<file path="src/rtl/irq_seq_pkg.sv">
package irq_seq_pkg;
   typedef enum logic {
      SRC_EXT = 1'b0,
      SRC_TMR = 1'b1
   } irq_src_e;

   localparam int CTRL_W     = 4;
   localparam int BIT_EN_EXT = 0;
   localparam int BIT_EN_TMR = 1;
   localparam int BIT_RUN    = 2;
   localparam int BIT_TOUT   = 3;
endpackage

</file>
<file path="src/rtl/irq_phase_gen.sv">
module irq_phase_gen #(
   parameter int PHASES = 4
) (
   input  logic clk,
   input  logic rst_n,
   output logic first_ph,
   output logic last_ph
);
   localparam int PW = (PHASES > 1) ? $clog2(PHASES) : 1;

   if (PHASES < 2) begin : g_bad_phases
      $error("irq_phase_gen: PHASES must be at least 2");
   end

   logic [PW-1:0] ph_q;

   always_ff @(posedge clk) begin
      if (!rst_n)                       ph_q <= '0;
      else if (ph_q == PW'(PHASES - 1)) ph_q <= '0;
      else                              ph_q <= ph_q + 1'b1;
   end

   assign first_ph = (ph_q == '0);
   assign last_ph  = (ph_q == PW'(PHASES - 1));

   assert_phase_wrap_R4: assert property (@(posedge clk) disable iff (!rst_n)
      last_ph |=> first_ph);
endmodule

</file>
<file path="src/rtl/irq_pin_qual.sv">
module irq_pin_qual #(
   parameter int SYNC_STAGES = 2,
   parameter int HOLD_CLKS   = 5,
   parameter bit ACTIVE_HIGH = 1'b1
) (
   input  logic clk,
   input  logic rst_n,
   input  logic pin,
   output logic hit
);
   localparam int CW = $clog2(HOLD_CLKS + 1);

   if (HOLD_CLKS < 1) begin : g_bad_hold
      $error("irq_pin_qual: HOLD_CLKS must be at least 1");
   end

   logic pin_act;
   logic lvl;
   assign pin_act = ACTIVE_HIGH ? pin : ~pin;

   if (SYNC_STAGES == 0) begin : g_nosync
      assign lvl = pin_act;
   end else begin : g_sync
      logic [SYNC_STAGES-1:0] sync_q;
      always_ff @(posedge clk) begin
         if (!rst_n) begin
            sync_q <= '0;
         end else begin
            sync_q[0] <= pin_act;
            for (int i = 1; i < SYNC_STAGES; i++) sync_q[i] <= sync_q[i-1];
         end
      end
      assign lvl = sync_q[SYNC_STAGES-1];
   end

   logic [CW-1:0] cnt_q;

   always_ff @(posedge clk) begin
      if (!rst_n || !lvl)            cnt_q <= '0;
      else if (cnt_q != CW'(HOLD_CLKS)) cnt_q <= cnt_q + 1'b1;
   end

   assign hit = lvl && (cnt_q == CW'(HOLD_CLKS - 1));

   assert_hit_single_R8: assert property (@(posedge clk) disable iff (!rst_n)
      hit |=> !hit);
endmodule

</file>
<file path="src/rtl/irq_ctrl_reg.sv">
module irq_ctrl_reg #(
   parameter int W = 4
) (
   input  logic         clk,
   input  logic         rst_n,
   input  logic         wr,
   input  logic [W-1:0] wdata,
   output logic [W-1:0] q
);
   if (W < 2) begin : g_bad_w
      $error("irq_ctrl_reg: W must hold both enable bits");
   end

   always_ff @(posedge clk) begin
      if (!rst_n)  q <= '0;
      else if (wr) q <= wdata;
   end

   assert_ctrl_hold_R2: assert property (@(posedge clk) disable iff (!rst_n)
      !wr |=> $stable(q));
endmodule

</file>
<file path="src/rtl/irq_seq.sv">
module irq_seq
   import irq_seq_pkg::*;
#(
   parameter int PHASES      = 4,
   parameter int HOLD_CLKS   = 5,
   parameter int SYNC_STAGES = 2,
   parameter bit ACTIVE_HIGH = 1'b1,
   parameter int LAT_SHORT   = 2,
   parameter int LAT_LONG    = 3
) (
   input  logic              clk,
   input  logic              rst_n,
   input  logic              ext_pin,
   input  logic              tmr_uf,
   input  logic              multi_cyc,
   input  logic              ei_exec,
   input  logic              di_exec,
   input  logic              tst_ext,
   input  logic              tst_tmr,
   input  logic              ctrl_wr,
   input  logic [CTRL_W-1:0] acc_wdata,
   output logic [CTRL_W-1:0] ctrl_rdata,
   output logic              tmr_run,
   output logic              tout_sel,
   output logic              vec_req,
   output logic              vec_src,
   output logic              skip_ext,
   output logic              skip_tmr
);
   localparam int LW = $clog2(LAT_LONG + 1);

   if (LAT_SHORT < 1 || LAT_LONG < LAT_SHORT) begin : g_bad_lat
      $error("irq_seq: need 1 <= LAT_SHORT <= LAT_LONG");
   end

   logic ce, first_ph;
   irq_phase_gen #(.PHASES(PHASES)) u_phase (
      .clk(clk), .rst_n(rst_n), .first_ph(first_ph), .last_ph(ce));

   logic ext_hit;
   irq_pin_qual #(.SYNC_STAGES(SYNC_STAGES), .HOLD_CLKS(HOLD_CLKS),
                  .ACTIVE_HIGH(ACTIVE_HIGH)) u_pin (
      .clk(clk), .rst_n(rst_n), .pin(ext_pin), .hit(ext_hit));

   logic [CTRL_W-1:0] ctrl_q;
   irq_ctrl_reg #(.W(CTRL_W)) u_ctrl (
      .clk(clk), .rst_n(rst_n), .wr(ctrl_wr), .wdata(acc_wdata), .q(ctrl_q));

   logic en_ext, en_tmr;
   assign en_ext     = ctrl_q[BIT_EN_EXT];
   assign en_tmr     = ctrl_q[BIT_EN_TMR];
   assign ctrl_rdata = ctrl_q;
   assign tmr_run    = ctrl_q[BIT_RUN];
   assign tout_sel   = ctrl_q[BIT_TOUT];

   logic f_ext, f_tmr, ie_q, ei_pend_q, armed_q, vec_req_q;
   logic [LW-1:0] rem_q;
   irq_src_e vec_src_q, sel_src;

   logic act_ext, act_tmr, cond, fire, clr_ext, clr_tmr;
   assign act_ext  = en_ext & f_ext;
   assign act_tmr  = en_tmr & f_tmr;
   assign cond     = ie_q & ~di_exec & (act_ext | act_tmr);
   assign fire     = ce & armed_q & cond & (rem_q == LW'(1));
   assign sel_src  = act_ext ? SRC_EXT : SRC_TMR;
   assign skip_ext = f_ext & ~en_ext;
   assign skip_tmr = f_tmr & ~en_tmr;
   assign clr_ext  = (fire & (sel_src == SRC_EXT)) | (ce & tst_ext & skip_ext);
   assign clr_tmr  = (fire & (sel_src == SRC_TMR)) | (ce & tst_tmr & skip_tmr);

   always_ff @(posedge clk) begin
      if (!rst_n) begin
         f_ext <= 1'b0;
         f_tmr <= 1'b0;
      end else begin
         f_ext <= (f_ext & ~clr_ext) | ext_hit;
         f_tmr <= (f_tmr & ~clr_tmr) | tmr_uf;
      end
   end

   always_ff @(posedge clk) begin
      if (!rst_n) begin
         ie_q      <= 1'b0;
         ei_pend_q <= 1'b0;
      end else if (ce) begin
         ei_pend_q <= ei_exec & ~di_exec;
         if (fire || di_exec) ie_q <= 1'b0;
         else if (ei_pend_q)  ie_q <= 1'b1;
      end
   end

   always_ff @(posedge clk) begin
      if (!rst_n) begin
         armed_q <= 1'b0;
         rem_q   <= '0;
      end else if (ce) begin
         if (!armed_q) begin
            if (cond) begin
               armed_q <= 1'b1;
               rem_q   <= multi_cyc ? LW'(LAT_LONG) : LW'(LAT_SHORT);
            end
         end else if (!cond || rem_q == LW'(1)) begin
            armed_q <= 1'b0;
         end else begin
            rem_q <= rem_q - 1'b1;
         end
      end
   end

   always_ff @(posedge clk) begin
      if (!rst_n) begin
         vec_req_q <= 1'b0;
         vec_src_q <= SRC_EXT;
      end else begin
         vec_req_q <= fire;
         if (fire) vec_src_q <= sel_src;
      end
   end

   assign vec_req = vec_req_q;
   assign vec_src = vec_src_q;

   assert_vec_needs_ie_R3: assert property (@(posedge clk) disable iff (!rst_n)
      vec_req_q |-> $past(ie_q));
   assert_vec_at_cycle_start_R4: assert property (@(posedge clk) disable iff (!rst_n)
      vec_req_q |-> first_ph);
   assert_arm_needs_ie_R5: assert property (@(posedge clk) disable iff (!rst_n)
      $rose(armed_q) |-> $past(ie_q));
   assert_ie_dropped_R6: assert property (@(posedge clk) disable iff (!rst_n)
      vec_req_q |-> (!ie_q && !armed_q));
   assert_vec_single_R6: assert property (@(posedge clk) disable iff (!rst_n)
      vec_req_q |=> !vec_req_q);
   assert_ext_first_R7: assert property (@(posedge clk) disable iff (!rst_n)
      (vec_req_q && vec_src_q == SRC_TMR) |-> !$past(en_ext && f_ext));
   assert_test_ignored_R10: assert property (@(posedge clk) disable iff (!rst_n)
      (ce && tst_ext && en_ext && f_ext && !fire) |=> f_ext);
endmodule

</file>
<file path="config.mk">
export PLATFORM = sky130hd
export DESIGN_NAME = irq_seq
export DESIGN_NICKNAME = d
export VERILOG_FILES = /design/src/rtl/irq_seq_pkg.sv /design/src/rtl/irq_phase_gen.sv /design/src/rtl/irq_pin_qual.sv /design/src/rtl/irq_ctrl_reg.sv /design/src/rtl/irq_seq.sv
export SDC_FILE = /design/constraint.sdc
export NUM_CORES = 1
export LEC_CHECK = 0
export BUFFER_PORTS_ARGS = -buffer_cell sky130_fd_sc_hd__buf_2
export CORE_UTILIZATION = 50
export DETAILED_ROUTE_END_ITERATION = 8
export PLACE_DENSITY = 0.86
export SYNTH_ARGS = -nofsm -noshare
export SYNTH_HDL_FRONTEND = slang
export SYNTH_SLANG_ARGS = --single-unit
</file>
<file path="constraint.sdc">
create_clock -name clk -period 1.8 [get_ports clk]
set_clock_uncertainty 0.15 [all_clocks]
set_input_delay 0.36 -clock clk [delete_from_list [all_inputs] [get_ports clk]]
set_output_delay 0.36 -clock clk [all_outputs]
set_load 0.02 [all_outputs]
</file>
== Yosys cells after proc, flatten, opt, wreduce, memory -nomap -nowiden ==
Index checks and enable logic that the tools add are counted.
Widths: inputs -> output; s select.

* Flip-flop bits (word level): 20
* Output and inout port bits: 10

* $add $sub $neg: 3
* Equal/unequal tests: 5
* Mux-type cells: 10
* Bitwise logic cells: 29
* Reductions and logical operators: 12

{| class="wikitable"
|+ Operators by type and width
! operator !! count
|-
| $and 1x1->1 || 18
|-
| $mux 1 || 7
|-
| $mux 2 || 3
|-
| $not 1->1 || 6
|-
| $or 1x1->1 || 5
|-
| $reduce_bool 2->1 || 2
|-
| $add 3x1->3 const B || 1
|-
| $eq 3x3->1 const B || 1
|-
| $logic_not 1->1 || 3
|-
| $logic_or 1x1->1 || 3
|-
| $ne 3x3->1 const B || 1
|-
| $reduce_and 3->1 || 1
|-
| $add 2x1->2 const B || 1
|-
| $eq 2x1->1 const B || 1
|-
| $eq 2x2->1 const B || 1
|-
| $ne 2x2->1 const B || 1
|-
| $reduce_and 2->1 || 1
|-
| $reduce_or 2->1 || 1
|-
| $sub 2x1->2 const B || 1
|-
| $logic_and 1x1->1 || 1
|}

== Logic depth before layout (Yosys ltp) ==
* Depth in word-level cells: 10
* Mapped depth: 5
* Gate-level depth less buffers: 5

== By module ==
Synthesis repeated with hierarchy kept, for this count alone.

* Cells, all modules: 95
* Area, all modules: 940.9 um2

{| class="wikitable"
|+ By module, submodules not included
! module !! times used !! cells each !! area each (um2) !! sequential area each (um2)
|-
| irq_seq || 1 || 51 || 461.7 || 180.2
|-
| irq_pin_qual || 1 || 23 || 229.0 || 100.1
|-
| irq_ctrl_reg || 1 || 13 || 156.4 || 80.1
|-
| irq_phase_gen || 1 || 8 || 93.8 || 40.0
|}

== Least setup slack after synthesis ==
OpenSTA, ideal clock, no wires.

* Path type: reg-to-reg
* Start: reg u_phase.ph_q[0]
* End: reg f_tmr
* Arrival time: 1.239 ns
* Required time: 1.528 ns
* Path slack: 0.289 ns
* Cell stages (with the launch flop): 6
* Cells stage by stage: dfxtp_1 ha_1 buf_6 nand3b_4 or2_1 o311a_1

* Word-level cells in the longest chain between the ends: 9

{| class="wikitable"
|+ Ends and longest elaborated chain
! element !! RTL line !! source
|-
| from (decl) || irq_phase_gen.sv:15 || <nowiki>logic [PW-1:0] ph_q;</nowiki>
|-
| from (signal assigned) || irq_phase_gen.sv:20 || <nowiki>else ph_q <= ph_q + 1'b1;</nowiki>
|-
| $eq 2x2->1 (*) || irq_phase_gen.sv:24 || <nowiki>assign last_ph = (ph_q == PW'(PHASES - 1));</nowiki>
|-
| $and 1x1->1 (3 in a row) || irq_seq.sv:64 || <nowiki>assign fire = ce & armed_q & cond & (rem_q == LW'(1));</nowiki>
|-
| $and 1x1->1 || irq_seq.sv:69 || <nowiki>assign clr_tmr = (fire & (sel_src == SRC_TMR)) | (ce & tst_tmr & skip_tmr);</nowiki>
|-
| $or 1x1->1 (*) || irq_seq.sv:69 ||
|-
| $not 1->1 (*) || irq_seq.sv:77 || <nowiki>f_tmr <= (f_tmr & ~clr_tmr) | tmr_uf;</nowiki>
|-
| $and 1x1->1 (*) || irq_seq.sv:77 ||
|-
| $or 1x1->1 (*) || irq_seq.sv:77 ||
|-
| to (signal assigned) || irq_seq.sv:77 ||
|-
| to (decl) || irq_seq.sv:56 || <nowiki>logic f_ext, f_tmr, ie_q, ei_pend_q, armed_q, vec_req_q;</nowiki>
|}

Mark *: on every way between the ends. The rest lies on a longest branch, timed or not.
A chain may end at the register's enable or synchronous reset.

== Worst setup path in the final report ==
* Start: reg rem_q[1]
* End: reg rem_q[0]

* Word-level cells in the longest chain between the ends: 4

{| class="wikitable"
|+ Ends and longest elaborated chain
! element !! RTL line !! source
|-
| from (decl) || irq_seq.sv:57 || <nowiki>logic [LW-1:0] rem_q;</nowiki>
|-
| from (signal assigned) || irq_seq.sv:100 || <nowiki>rem_q <= multi_cyc ? LW'(LAT_LONG) : LW'(LAT_SHORT);</nowiki>
|-
| from (signal assigned) || irq_seq.sv:105 || <nowiki>rem_q <= rem_q - 1'b1;</nowiki>
|-
| $eq 2x1->1 || irq_seq.sv:102 || <nowiki>end else if (!cond || rem_q == LW'(1)) begin</nowiki>
|-
| $logic_or 1x1->1 || irq_seq.sv:102 ||
|-
| $ne 2x2->1 (no line) || n/a ||
|-
| $reduce_and 3->1 (no line) || n/a ||
|}

No other way between the ends.

==> flow_summary.yaml <==
synthesis:
  yosys_register_bits: 20
  ys_types: 31
  synth_fp_nets: 112
  syn_area_per_cell_um2: 9.687
  ys_warn_count: 0
  yosysSeqAreaShare: 0.4444
  synthesis.area_um2: 900.9
  synth_cells: 93
power:
  ir_drop_uv: 549.7
  powerDensity_mw_per_mm2: 772.7
  power_uw: 816.0
  p_leak_uw: 0.0004942
die:
  die_w_um: 44.45
  die_area_mm2: 0.001975
  fp.dieH_um: 44.45
  coreArea_mm2: 0.001594
  rows: 14
  pin_count: 24
  initial_core_util: 0.5651
cells_and_area:
  synthToLayoutAreaGrowth_pct: 17.22
  final_nets: 136
  multi_input_area_um2: 451.7
  ff_latch_area_um2: 400.4
  fillers: 123
  drive_gt1_frac: 0.2672
  num_antenna_cells: 0
worst_setup_path:
  setup.worst_path.end_class: "register"
  ff2ff_path_depth: 5
  r2r_end: "rem_q[0]$_SDFFE_PN0P_"
  crit_required_ps: 1910
  r2r_setup_slack_ps: 220
  worstPathArrival_ps: 1690
  worstPathMaxFanout: 4
  cp-start-kind: "register"
  crit_type: "reg -> reg"
  r2r_start: "rem_q[1]$_SDFFE_PN0P_"
hold_path:
  hold_class: "in -> reg"
  min_from: "ext_pin"
  hold_path_depth: 2
  min_to: "u_pin.g_sync.sync_q[0]$_SDFF_PN0_"
timing:
  period_minus_slack_ps: 1584
  grt_setup_unrepaired: "false"
  finalSetupViolCount: 0
  period_share: 0.8800
  setup_tns_ps: 0
  worst_slack_ps: 216.0
  worst_pin_slew_ps: 373.0
  slew_headroom: 0.7508
  slew_viol_final: 0
  fmax_mhz: 631.3
  hold_violations: 0
flow_run:
  maxCapViolations: 0
global_route:
  grt_pass1_vias: 653
  grt_use_met1: 0.2197
  grt_pass1_wl_um: 2663
  grt_overflow: 0
  antenna_found_initial: 0
  grt_max_degree: 19
  top_usage_layer: "met2"
  grt_usage: 0.1837
  grt_util_met3: 0.02449
  use_met2: 0.3118
route:
  first_pass_iters: 5
  postRouteAntennaNets: 0
  drt-total-wl_um: 1638
  vias: 712
  drc: 0
  initialDrtViolationCount: 5
  avgViaCountPerCell: 5.086
  wl_per_cell_um: 11.70
cts:
  post_cts_resized: 0
  clk_latency_ps: 300
  root_buffer: "clkbuf_4"
  cts_tree: "yes"
  cts_buffer_depth: 2
  cts.sinks: 20
  path_clk_slew_ps: 120
  hold_buffers: 0
  h-tree-depth: 1
  cts-buffers-inserted: 3
  post_cts.repair.setup_buffers: 0
place:
  pre_cts_slack_ps: 275.3
  dpl.hpwl_um: 1175
  gp_congestion: 0.7010
  place.port_buffers: 23
outcome:
  outcome: "finished, final reports clean"
cell families (layout without fill, tap and decap cells):
group | Yosys count | after routing | synth area share
and+or+nand+nor | 40 | 40 | 0.2528
muxes | 4 | 4 | 0.04445
AOI/OAI and AO/OA | 14 | 14 | 0.1250
buffers and inverters | 9 | 32 | 0.05416
adders and majority gates | 5 | 5 | 0.06944
xor gates and xnor gates | 1 | 1 | 0.009724
DFF | 20 | 20 | 0.4444
cell usage in the layout, fill, tap and decap left out, types with 2 or more instances in the layout:
master    netlist  layout
nand3b_1        2       2
nor3_1          3       3
ha_1            5       5
nand3_1         3       3
a21oi_1         2       2
clkbuf_4        0       3
inv_1           4       4
nor2_1          5       5
o21a_1          2       2
dfxtp_1        20      20
and2_1          3       3
nand2_1        11      11
nor2b_1         5       5
mux2i_1         4       4
o311a_1         2       2
buf_2           0      23
and3b_1         2       2
o221a_2         2       2
nor3b_1         2       2
area by class of cell:
class,instances,share of cell area
sequential,20,0.3791
inverter,4,0.01422
clock buffer,4,0.03436
tap,24,0.02844
timing repair buffer,24,0.1161
multi-input combinational,64,0.4277
cell usage after synthesis:
master    instances  share of area
or2_1             1         0.0069
nor3b_1           2          0.017
clkbuf_1          2         0.0083
o221a_2           2          0.025
nand3b_4          1          0.022
o22a_1            1         0.0097
buf_4             2          0.017
ha_1              5          0.069
a21o_1            1         0.0083
o21ai_0           1         0.0056
nand2_1          11          0.046
nor2_1            5          0.021
mux2i_1           4          0.044
nor3_1            3          0.017
nor2b_1           5          0.035
nand3_1           3          0.017
o311a_1           2          0.022
a21oi_1           2          0.011
a22oi_1           1         0.0083
xnor2_1           1         0.0097
and2_1            3          0.021
buf_6             1          0.012
and3b_1           2          0.019
inv_1             4          0.017
nand3b_1          2          0.017
and2b_1           1         0.0083
o31a_1            1         0.0097
o21a_1            2          0.017
nand2b_1          1         0.0069
a21boi_0          1         0.0083
dfxtp_1          20           0.44
report_power, final:
group / leakage, uW / internal [uW] / total (uW) / switching [uW]
Sequential: 0.000163 / 459 / 469 / 10.3
Combinational: 0.000310 / 41.6 / 84.7 / 43.1
Clock: 0.0000210 / 123 / 262 / 139
worst max path at each step:
stage / startpoint / to / slack [ps] / depth (start not counted)
final: rem_q[1]$_SDFFE_PN0P_ / rem_q[0]$_SDFFE_PN0P_ / 220 / 5
after global routing: rem_q[1]$_SDFFE_PN0P_ / rem_q[0]$_SDFFE_PN0P_ / 110 / 5
after CTS: rem_q[1]$_SDFFE_PN0P_ / rem_q[0]$_SDFFE_PN0P_ / 230 / 5
after detailed placement: rem_q[1]$_SDFFE_PN0P_ / rem_q[0]$_SDFFE_PN0P_ / 280 / 5
after global placement: rem_q[1]$_SDFFE_PN0P_ / rem_q[0]$_SDFFE_PN0P_ / 290 / 5
after floorplan: u_phase.ph_q[0]$_SDFF_PP0_ / f_tmr$_SDFF_PN0_ / 290 / 5
per-stage QoR:
stage | instances | area [um2] | hold WS (ps) | util
2_1_floorplan | 93 | 900.9 | 253.3 | -
3_3_place_gp | 136 | 1020 | 262.4 | 0.6397
3_5_place_dp | 136 | 1020 | 265.8 | 0.6397
4_1_cts | 140 | 1056 | 109.8 | 0.6625
5_1_grt | 140 | 1056 | 118.6 | 0.6625
6_report | 140 | 1056 | 110.9 | 0.6625
layer usage:
metal	vias up	share of wire
met5	-	0
met1	319	0.48
met2	28	0.45
met3	2	0.055
li1	363	-
met4	0	0.012
registers in the layout (all words and copies together) (netlist names):
signal / cells
u_pin.cnt_q: 3
f_ext: 1
u_pin.g_sync.sync_q: 2
u_ctrl.q: 4
f_tmr: 1
vec_src: 1
armed_q: 1
ie_q: 1
u_phase.ph_q: 2
rem_q: 2
vec_req: 1
ei_pend_q: 1
worst max-delay path: stages, from the launching register on:
cell and delay (ps):
dfxtp_1 360, inv_1 60, ha_1 220, nand2_1 140, nor3b_1 360, o221a_2 260
Power figures use the tool's default switching activity.
